File: config.mk
export PLATFORM = sky130hd
export DESIGN_NAME = mpu_top
export DESIGN_NICKNAME = d
export VERILOG_FILES = /design/src/rtl/mpu_pkg.sv /design/src/rtl/mpu_regs.sv /design/src/rtl/mpu_check.sv /design/src/rtl/mpu_flags.sv /design/src/rtl/mpu_top.sv
export SDC_FILE = /design/constraint.sdc
export NUM_CORES = 1
export LEC_CHECK = 0
export ABC_AREA = 0
export BUFFER_PORTS_ARGS = -buffer_cell sky130_fd_sc_hd__buf_2
export CORE_ASPECT_RATIO = 0.8
export CORE_UTILIZATION = 59
export DETAILED_ROUTE_END_ITERATION = 12
export PLACE_DENSITY = 0.9
export REMOVE_ABC_BUFFERS = 1
export SYNTH_ARGS = -nofsm -noshare
export SYNTH_HDL_FRONTEND = slang
export SYNTH_SLANG_ARGS = --single-unit
File: constraint.sdc
create_clock -name clk -period 6.6 [get_ports clk]
set_clock_uncertainty 0.05 [all_clocks]
set_input_delay 0.99 -clock clk [delete_from_list [all_inputs] [get_ports clk]]
set_output_delay 0.99 -clock clk [all_outputs]
set_load 0.005 [all_outputs]
File: src/rtl/mpu_pkg.sv
package mpu_pkg;

  typedef enum logic [2:0] {
    RG_NONE = 3'd0,
    RG_SEG1 = 3'd1,
    RG_SEG2 = 3'd2,
    RG_SEG3 = 3'd3,
    RG_INFO = 3'd4
  } region_e;

  localparam int          NFLAG        = 4;
  localparam logic [15:0] BLOCKED_WORD = 16'h3FFF;

  localparam logic [2:0] RA_CTRL = 3'd0;
  localparam logic [2:0] RA_BND1 = 3'd1;
  localparam logic [2:0] RA_BND2 = 3'd2;
  localparam logic [2:0] RA_PERM = 3'd3;
  localparam logic [2:0] RA_IPLO = 3'd4;
  localparam logic [2:0] RA_IPHI = 3'd5;
  localparam logic [2:0] RA_FLAG = 3'd6;
  localparam logic [2:0] RA_IREN = 3'd7;

  // KB number of a byte address
  function automatic logic [31:0] kb_of(logic [31:0] a);
    return a >> 10;
  endfunction

  // true when the KB number of a lies in [lo_kb, hi_kb)
  function automatic logic in_kb_window(logic [31:0] a, logic [31:0] lo_kb,
                                        logic [31:0] hi_kb);
    return (kb_of(a) >= lo_kb) && (kb_of(a) < hi_kb);
  endfunction

  function automatic region_e classify(logic [31:0] a, logic [31:0] b1_kb,
                                       logic [31:0] b2_kb,
                                       logic [31:0] main_lo, logic [31:0] main_hi,
                                       logic [31:0] info_lo, logic [31:0] info_hi);
    region_e r;
    if (a >= main_lo && a < main_hi) begin
      if (kb_of(a) < b1_kb)      r = RG_SEG1;
      else if (kb_of(a) < b2_kb) r = RG_SEG2;
      else                       r = RG_SEG3;
    end else if (a >= info_lo && a < info_hi) begin
      r = RG_INFO;
    end else begin
      r = RG_NONE;
    end
    return r;
  endfunction

  // three rights bits {x,w,r} of a region
  function automatic logic [2:0] rights_of(region_e r, logic [11:0] perm);
    case (r)
      RG_SEG1: return perm[2:0];
      RG_SEG2: return perm[5:3];
      RG_SEG3: return perm[8:6];
      RG_INFO: return perm[11:9];
      default: return 3'b111;
    endcase
  endfunction

  // kind 0 read, 1 write, 2/3 fetch
  function automatic logic kind_granted(logic [1:0] kind, logic [2:0] rwx);
    if (kind[1])      return rwx[2];
    else if (kind[0]) return rwx[1];
    else              return rwx[0];
  endfunction

endpackage

File: src/rtl/mpu_regs.sv
module mpu_regs
  import mpu_pkg::*;
#(
  parameter int          KW      = 10,
  parameter logic [KW-1:0] RST_BND = '1
) (
  input  logic              clk,
  input  logic              rst_n,
  input  logic              cfg_we,
  input  logic [2:0]        cfg_addr,
  input  logic [15:0]       cfg_wdata,
  input  logic [NFLAG-1:0]  flags,
  output logic [15:0]       cfg_rdata,
  output logic [KW-1:0]     bnd1,
  output logic [KW-1:0]     bnd2,
  output logic [11:0]       perm,
  output logic [KW-1:0]     ip_lo,
  output logic [KW-1:0]     ip_hi,
  output logic [NFLAG-1:0]  irq_en,
  output logic              lock,
  output logic [NFLAG-1:0]  clr_mask
);

  logic cfg_wr_ok;
  assign cfg_wr_ok = cfg_we && !lock;
  assign clr_mask  = (cfg_we && cfg_addr == RA_FLAG) ? cfg_wdata[NFLAG-1:0] : '0;

  always_ff @(posedge clk or negedge rst_n) begin
    if (!rst_n) begin
      bnd1   <= RST_BND;
      bnd2   <= RST_BND;
      perm   <= 12'hFFF;
      ip_lo  <= '0;
      ip_hi  <= '0;
      irq_en <= '0;
      lock   <= 1'b0;
    end else if (cfg_wr_ok) begin
      case (cfg_addr)
        RA_CTRL: lock   <= cfg_wdata[0];
        RA_BND1: bnd1   <= cfg_wdata[KW-1:0];
        RA_BND2: bnd2   <= cfg_wdata[KW-1:0];
        RA_PERM: perm   <= cfg_wdata[11:0];
        RA_IPLO: ip_lo  <= cfg_wdata[KW-1:0];
        RA_IPHI: ip_hi  <= cfg_wdata[KW-1:0];
        RA_IREN: irq_en <= cfg_wdata[NFLAG-1:0];
        default: ;
      endcase
    end
  end

  always_comb begin
    cfg_rdata = '0;
    case (cfg_addr)
      RA_CTRL: cfg_rdata[0]          = lock;
      RA_BND1: cfg_rdata[KW-1:0]     = bnd1;
      RA_BND2: cfg_rdata[KW-1:0]     = bnd2;
      RA_PERM: cfg_rdata[11:0]       = perm;
      RA_IPLO: cfg_rdata[KW-1:0]     = ip_lo;
      RA_IPHI: cfg_rdata[KW-1:0]     = ip_hi;
      RA_FLAG: cfg_rdata[NFLAG-1:0]  = flags;
      RA_IREN: cfg_rdata[NFLAG-1:0]  = irq_en;
      default: cfg_rdata = '0;
    endcase
  end

  // lock never drops before reset
  p_lock_sticky_r12: assert property (@(posedge clk) disable iff (!rst_n)
    lock |=> lock);

  // a locked map keeps its boundaries and rights
  p_lock_freeze_r12: assert property (@(posedge clk) disable iff (!rst_n)
    lock |=> ($stable(bnd1) && $stable(bnd2) && $stable(perm)));

endmodule

File: src/rtl/mpu_check.sv
module mpu_check
  import mpu_pkg::*;
#(
  parameter int          ADDR_W  = 20,
  parameter int          KW      = 10,
  parameter logic [31:0] MAIN_LO = 32'h04400,
  parameter logic [31:0] MAIN_HI = 32'h14400,
  parameter logic [31:0] INFO_LO = 32'h01800,
  parameter logic [31:0] INFO_HI = 32'h01A00
) (
  input  logic              acc_valid,
  input  logic [1:0]        acc_kind,
  input  logic [ADDR_W-1:0] acc_addr,
  input  logic [ADDR_W-1:0] acc_pc,
  input  logic              acc_dbg,
  input  logic [KW-1:0]     bnd1,
  input  logic [KW-1:0]     bnd2,
  input  logic [11:0]       perm,
  input  logic [KW-1:0]     ip_lo,
  input  logic [KW-1:0]     ip_hi,
  output region_e           region,
  output logic              rights_ok,
  output logic              ip_block,
  output logic              refused,
  output logic [NFLAG-1:0]  set_mask
);

  logic [31:0] a32, pc32;
  logic        addr_in_ip, pc_in_ip, in_main;

  assign a32  = 32'(acc_addr);
  assign pc32 = 32'(acc_pc);

  assign region     = classify(a32, 32'(bnd1), 32'(bnd2),
                               MAIN_LO, MAIN_HI, INFO_LO, INFO_HI);
  assign in_main    = (region == RG_SEG1) || (region == RG_SEG2) || (region == RG_SEG3);
  assign addr_in_ip = in_kb_window(a32, 32'(ip_lo), 32'(ip_hi));
  assign pc_in_ip   = in_kb_window(pc32, 32'(ip_lo), 32'(ip_hi));

  assign rights_ok = kind_granted(acc_kind, rights_of(region, perm));
  assign ip_block  = in_main && (acc_kind == 2'd0) && addr_in_ip &&
                     (acc_dbg || !pc_in_ip);
  assign refused   = acc_valid && (!rights_ok || ip_block);

  // one flag per region, flag i belongs to region i+1
  for (genvar i = 0; i < NFLAG; i++) begin : g_set
    assign set_mask[i] = refused && (region == region_e'(i + 1));
  end

endmodule

File: src/rtl/mpu_flags.sv
module mpu_flags
  import mpu_pkg::*;
(
  input  logic             clk,
  input  logic             rst_n,
  input  logic [NFLAG-1:0] set_mask,
  input  logic [NFLAG-1:0] clr_mask,
  input  logic [NFLAG-1:0] irq_en,
  output logic [NFLAG-1:0] flags,
  output logic             irq
);

  always_ff @(posedge clk or negedge rst_n) begin
    if (!rst_n) flags <= '0;
    else        flags <= (flags & ~clr_mask) | set_mask;
  end

  assign irq = |(flags & irq_en);

  for (genvar i = 0; i < NFLAG; i++) begin : g_chk
    // a flag holds until a 1 is written to it
    p_flag_sticky_r10: assert property (@(posedge clk) disable iff (!rst_n)
      (flags[i] && !clr_mask[i]) |=> flags[i]);
    // a set beats a simultaneous clear
    p_set_wins_r10: assert property (@(posedge clk) disable iff (!rst_n)
      set_mask[i] |=> flags[i]);
  end

  // no interrupt without a pending flag
  p_irq_needs_flag_r11: assert property (@(posedge clk) disable iff (!rst_n)
    irq |-> (flags != '0));

endmodule

File: src/rtl/mpu_top.sv
module mpu_top
  import mpu_pkg::*;
#(
  parameter int          ADDR_W  = 20,
  parameter logic [31:0] MAIN_LO = 32'h04400,
  parameter logic [31:0] MAIN_HI = 32'h14400,
  parameter logic [31:0] INFO_LO = 32'h01800,
  parameter logic [31:0] INFO_HI = 32'h01A00
) (
  input  logic              clk,
  input  logic              rst_n,
  input  logic              cfg_we,
  input  logic [2:0]        cfg_addr,
  input  logic [15:0]       cfg_wdata,
  output logic [15:0]       cfg_rdata,
  input  logic              acc_valid,
  input  logic [1:0]        acc_kind,
  input  logic [ADDR_W-1:0] acc_addr,
  input  logic [ADDR_W-1:0] acc_pc,
  input  logic              acc_dbg,
  input  logic [15:0]       mem_rdata,
  output logic [15:0]       acc_rdata,
  output logic              mem_re,
  output logic              mem_we,
  output logic              acc_viol,
  output logic              irq
);

  localparam int          KW      = ADDR_W - 10;
  localparam logic [KW-1:0] RST_BND = KW'(MAIN_HI >> 10);

  logic [KW-1:0]    bnd1, bnd2, ip_lo, ip_hi;
  logic [11:0]      perm;
  logic [NFLAG-1:0] irq_en, clr_mask, set_mask, flags;
  logic             lock, rights_ok, ip_block, refused;
  region_e          region;

  mpu_regs #(.KW(KW), .RST_BND(RST_BND)) regs_i (
    .clk(clk), .rst_n(rst_n), .cfg_we(cfg_we), .cfg_addr(cfg_addr),
    .cfg_wdata(cfg_wdata), .flags(flags), .cfg_rdata(cfg_rdata),
    .bnd1(bnd1), .bnd2(bnd2), .perm(perm), .ip_lo(ip_lo), .ip_hi(ip_hi),
    .irq_en(irq_en), .lock(lock), .clr_mask(clr_mask)
  );

  mpu_check #(
    .ADDR_W(ADDR_W), .KW(KW), .MAIN_LO(MAIN_LO), .MAIN_HI(MAIN_HI),
    .INFO_LO(INFO_LO), .INFO_HI(INFO_HI)
  ) check_i (
    .acc_valid(acc_valid), .acc_kind(acc_kind), .acc_addr(acc_addr),
    .acc_pc(acc_pc), .acc_dbg(acc_dbg), .bnd1(bnd1), .bnd2(bnd2),
    .perm(perm), .ip_lo(ip_lo), .ip_hi(ip_hi), .region(region),
    .rights_ok(rights_ok), .ip_block(ip_block), .refused(refused),
    .set_mask(set_mask)
  );

  mpu_flags flags_i (
    .clk(clk), .rst_n(rst_n), .set_mask(set_mask), .clr_mask(clr_mask),
    .irq_en(irq_en), .flags(flags), .irq(irq)
  );

  assign acc_viol  = refused;
  assign mem_re    = acc_valid && (acc_kind != 2'd1) && !refused;
  assign mem_we    = acc_valid && (acc_kind == 2'd1) && !refused;
  assign acc_rdata = mem_re ? mem_rdata : BLOCKED_WORD;

  // a data read that does not reach memory returns the fixed word
  p_blocked_read_r6: assert property (@(posedge clk) disable iff (!rst_n)
    (acc_valid && acc_kind == 2'd0 && !mem_re) |-> (acc_rdata == BLOCKED_WORD));

  // unprotected addresses never trip a violation
  p_outside_free_r13: assert property (@(posedge clk) disable iff (!rst_n)
    (acc_valid && region == RG_NONE) |-> !acc_viol);

  // a violation leaves a pending flag behind
  p_viol_flags_r10: assert property (@(posedge clk) disable iff (!rst_n)
    acc_viol |=> (flags != '0));

  // no write strobe in a violation cycle
  p_no_we_on_viol_r7: assert property (@(posedge clk) disable iff (!rst_n)
    acc_viol |-> !(mem_we || mem_re));

endmodule

# Yosys cells after proc, flatten, opt, wreduce, memory -nomap -nowiden
# Index checks and enable logic that the tools add are counted.
# W data, S select, Z words.
dict set report classes {
  n_lt_le_gt_ge 10
  eq_ne 13
  mux 13
  n_bitwise 4
  reduce_logical 36
}
# op n
set ops {}
lappend ops {{$lt A10 B10 Y1} 4}
lappend ops {{$pmux W6 S5} 1}
lappend ops {{$pmux W3 S7} 1}
lappend ops {{$ge A10 B10 Y1} 2}
lappend ops {{$ge A20 B13 Y1 const B} 1}
lappend ops {{$ge A20 B15 Y1 const B} 1}
lappend ops {{$lt A20 B13 Y1 const B} 1}
lappend ops {{$lt A20 B17 Y1 const B} 1}
lappend ops {{$logic_and A1 B1 Y1} 18}
lappend ops {{$mux W16} 1}
lappend ops {{$eq A3 B3 Y1 const B} 5}
lappend ops {{$reduce_and A2 Y1} 7}
lappend ops {{$eq A3 B2 Y1 const B} 4}
lappend ops {{$pmux W3 S4} 1}
lappend ops {{$and A4 B4 Y4} 2}
lappend ops {{$pmux W1 S8} 1}
lappend ops {{$eq A3 B1 Y1 const B} 2}
lappend ops {{$mux W3} 2}
lappend ops {{$logic_not A1 Y1} 4}
lappend ops {{$logic_or A1 B1 Y1} 4}
lappend ops {{$mux W2} 2}
lappend ops {{$mux W4} 1}
lappend ops {{$not A4 Y4} 1}
lappend ops {{$or A4 B4 Y4} 1}
lappend ops {{other kinds (6)} 8}
dict set report word_totals {
  ff_bits 61
  in_bits 82
  out_inout_bits 36
}

# Logic depth before layout (Yosys ltp)
dict set report logic_depth {
  word_depth 15
  depth_mapped 11
  depth_no_buf 11
}

# Modules after synthesis
# Synthesis repeated with hierarchy kept, for this count alone.
dict set report unflattened {
  hier_cells 468
  area_unflattened_um2 4878.4
}
# mod instances cells_per_inst area_each_um2 seq_area_each_um2
set by_module_without_submodules {}
lappend by_module_without_submodules {mpu_regs 1 217 2861.5 1448.9}
lappend by_module_without_submodules {mpu_check 1 212 1641.6 0.0}
lappend by_module_without_submodules {mpu_top 1 24 210.2 0.0}
lappend by_module_without_submodules {mpu_flags 1 15 165.2 100.1}

# Worst setup path before layout
# Ideal clock, no wire load.
dict set report synth_timing {
  path_type {input-to-output}
  startpoint {in acc_addr[12]}
  endpoint {out acc_rdata[10]}
  arrival_ns 3.288
  slack_ns 2.272
  stages 9
  n_path_buf 1
  cell_sequence {or4_4 > a21oi_4 > mux2i_1 > or4_4 > a21oi_4 > o221ai_2 > a211oi_4 > buf_8 > nand2_2}
}
dict set report synth_between {
  elab_chain_len 15
}
# element line_no
set synth_lines {}
lappend synth_lines {{start, declared} mpu_top.sv:18} ;# input logic [ADDR_W-1:0] acc_addr,
lappend synth_lines {{parallel branches: the longest is 10 deep, another holds $ge A20 B13 Y1} --}
lappend synth_lines {{$logic_or A1 B1 Y1 (*)} mpu_check.sv:43} ;# assign refused = acc_valid && (!rights_ok || ip_block);
lappend synth_lines {{$logic_and A1 B1 Y1 (*)} mpu_check.sv:43}
lappend synth_lines {{$logic_not A1 Y1 (*)} mpu_top.sv:62} ;# assign mem_re = acc_valid && (acc_kind != 2'd1) && !refused;
lappend synth_lines {{$logic_and A1 B1 Y1 (*)} mpu_top.sv:62}
lappend synth_lines {{$mux W16 (*)} mpu_top.sv:64} ;# assign acc_rdata = mem_re ? mem_rdata : BLOCKED_WORD;
lappend synth_lines {{end, declared} mpu_top.sv:22} ;# output logic [15:0] acc_rdata,
# Mark *: on every way between the ends.

# Final worst setup path
dict set report layout_timing {
  startpoint {in acc_addr[19]}
  endpoint {out acc_rdata[15]}
}
# Same word-level chain as after synthesis.

==> impl_metrics.yaml <==
run_status:
  status: "complete, no violations"
route:
  dr.first_iter.drc_count: 367
  wire_per_inst_um: 19.0
  ant_nets: 0
  first_pass_iters: 5
  drc: 0
  num_vias: 4315
  totalWireLength_um: 13100
  avgViaCountPerCell: 6.25
setup_path:
  crit_arrival_ns: 4.38
  worst-path-max-fanout: 18
  cp-start-kind: "input port"
  critPathRequiredTime_ns: 5.56
  end_kind: "output port"
  crit_type: "in -> out"
placement:
  place_area_mm2: 0.00522
  placed_cells: 674
  io_buffer_count: 90
  post-dp-hpwl_um: 10100
  place_congestion: 0.969
finish:
  syn_to_final_growth_pct: 15.5
  fin_util_pct: 72.0
  n_antenna_cell: 0
  final_area_mm2: 0.00545
  post_layout_nonfiller_instances: 690
  finalNetCount: 718
  drive_gt1_share_pct: 33.0
grt:
  grtUsageMet1_pct: 43.8
  met3_usage_pct: 5.87
  antenna_found_initial: 0
  grt_start_max_net_pins: 62
  grt-busiest-layer: "met2"
  grt_pass1_vias: 4164
  grt.total_usage_pct: 33.0
  grt_pass1_wl_um: 20500
  grt_overflow: 0
  grt_util_met2_pct: 54.9
die:
  dieHeight_um: 82.0
  die_w_um: 102
  io_pins: 118
  fp-row-count: 28
  coreArea_mm2: 0.00757
  start_util_pct: 62.3
  die_area_mm2: 0.00836
synthesis:
  synth_compound_area_share_pct: 17.0
  yosys_warnings: 0
  synthAdderAreaFrac_pct: 14.9
  synthMuxAreaShare_pct: 14.1
  ys_seq_elements: 61
  synth_edf_count: 0
  synth_cells: 495
  synth_cell_types: 60
  async_flop_share_pct: 100
  mappedNetlistArea_mm2: 0.00472
  synthSimpleGateAreaFrac_pct: 15.1
  synth_xor_xnor_area_share_pct: 0
  synth_ff_type: "dfrtp_1"
  synth_area_per_cell_um2: 9.53
  synth_top_family_by_area: "compound AO/OA/AOI/OAI gates"
  ys_seq_area_share_pct: 32.8
timing:
  min_period_ns: 5.42
  fin_setup_tns_ns: 0
  fin_crit_sh_pct: 82.2
  fmax_ghz: 0.184
  finalHoldViolCount: 0
  slew_headroom_pct: 19.8
  worst_slew_pin_slew_ns: 1.20
  maxSlewViolCount: 0
  rsz0062_at_grt: "no"
  setup_viol: 0
clock_network:
  clkLatencyLatePin_ns: 0.35
  clk_path_buf_depth: 2
  cts_tree: "built"
  cts_hold_buffers: 0
  htree_levels: 3
  postCtsSetupBuffers: 0
  cts-buffers-inserted: 9
  clock-sinks: 61
  cts-root-buf: "clkbuf_8"
  clk_pin_slew_ns: 0.07
  cts_resized: 0
flow_run:
  maxCapViolCount: 0
power:
  cellLeakagePower_nw: 2.55
  ir_drop_mv: 0.128
  power_density_mw_per_mm2: 171
min_path:
  hold_path_class: "reg -> reg"
kinds of logic after synthesis:
family	Yosys count
DFF	61
adders and majority gates	56
buffers and inverters	69
other	1
and+or+nand+nor	138
muxes	58
AOI/OAI and AO/OA	112
path summary, 6_finish.rpt:
kind                                 from  slack (ns)                to  cells past startpoint
max                          acc_addr[19]        1.18     acc_rdata[15]                     10
min reg2reg                regs_i.bnd2[2]        0.46    regs_i.bnd2[2]                      1
max reg2reg                regs_i.bnd1[6]        3.35  flags_i.flags[0]                     10
min in group asynchronous           rst_n        0.74    regs_i.bnd2[7]                      2
min                        regs_i.bnd2[2]        0.46    regs_i.bnd2[2]                      1
max in group asynchronous           rst_n        5.24   regs_i.ip_lo[8]                      2
report_power, final:
part	total [mW]	leakage (nW)	internal, mW	switching (mW)
Sequential	0.388	0.735	0.382	0.00533
Combinational	0.163	1.70	0.0648	0.0987
Clock	0.381	0.116	0.232	0.149
synth_stat cells (3+ instances only):
cell type | number | area, um^2
ha_1 | 56 | 701
inv_1 | 48 | 180
mux2_2 | 48 | 541
nand2_1 | 48 | 180
dfrtp_1 | 43 | 1080
nor2_1 | 25 | 93.8
o21ai_0 | 25 | 125
dfstp_2 | 18 | 473
a21oi_1 | 17 | 85.1
clkbuf_1 | 14 | 52.6
a22oi_1 | 11 | 82.6
nand2_2 | 10 | 62.6
mux2i_1 | 8 | 80.1
nand3_1 | 8 | 40.0
nor2b_1 | 7 | 43.8
and2_1 | 6 | 37.5
nand2b_1 | 6 | 37.5
o211ai_1 | 6 | 45.0
a211oi_1 | 5 | 37.5
nor3_1 | 5 | 25.0
o21a_1 | 5 | 37.5
o221ai_1 | 5 | 43.8
a211o_1 | 4 | 35.0
a31oi_1 | 4 | 25.0
and3_1 | 4 | 25.0
buf_4 | 4 | 30.0
nor3b_1 | 4 | 30.0
a21o_1 | 3 | 22.5
a221oi_1 | 3 | 26.3
a311oi_1 | 3 | 26.3
and4_1 | 3 | 26.3
nand4_1 | 3 | 18.8
o21ai_1 | 3 | 15.0
per-layer routing:
layer,up-vias,routed length [um]
met2,211,6100
met3,32,1120
met1,2104,5650
li1,1968,-
met4,0,238
met5,-,0
worst max-delay path, stage by stage:
cell	delay [ns]
buf_2	0.17
ha_1	0.35
nand4_1	0.14
o41ai_1	0.88
nor2_1	0.13
nor2_1	0.32
a31oi_1	0.20
a211oi_4	0.83
and3_1	0.26
buf_2	0.11
layout make-up:
cell class	count	area [um^2]
clock inverter	4	70.1
fill	555	2120
tap	105	131
sequential	61	1550
inverter	49	184
multi-input combinational	368	2900
timing repair buffer	91	458
clock buffer	12	155
placed cells by master (no fill, tap or decap), types with 11 or more instances in the layout:
master	n
mux2_2	48
nor2_1	25
ha_1	56
clkbuf_8	11
inv_1	48
dfrtp_1	43
a22oi_1	11
dfstp_2	18
buf_2	90
nand2_1	48
a21oi_1	17
o21ai_0	25
per-stage QoR:
step	hold slack, ns	setup slack (ns)	power [mW]
floorplan	0.408	1.97	0.472
global route	0.483	0.867	0.965
detailed placement	0.442	1.28	0.553
finish	0.459	1.18	0.932
CTS	0.457	1.23	0.928
global placement	0.437	1.41	0.543
state kept, by name (all words and copies together), names as in the netlist:
| signal | count |
|---|---|
| regs_i.perm | 12 |
| regs_i.bnd2 | 10 |
| regs_i.ip_lo | 10 |
| flags_i.flags | 4 |
| regs_i.irq_en | 4 |
| regs_i.ip_hi | 10 |
| regs_i.bnd1 | 10 |
| regs_i.lock | 1 |
No activity file was read; power rests on OpenSTA's default activity.
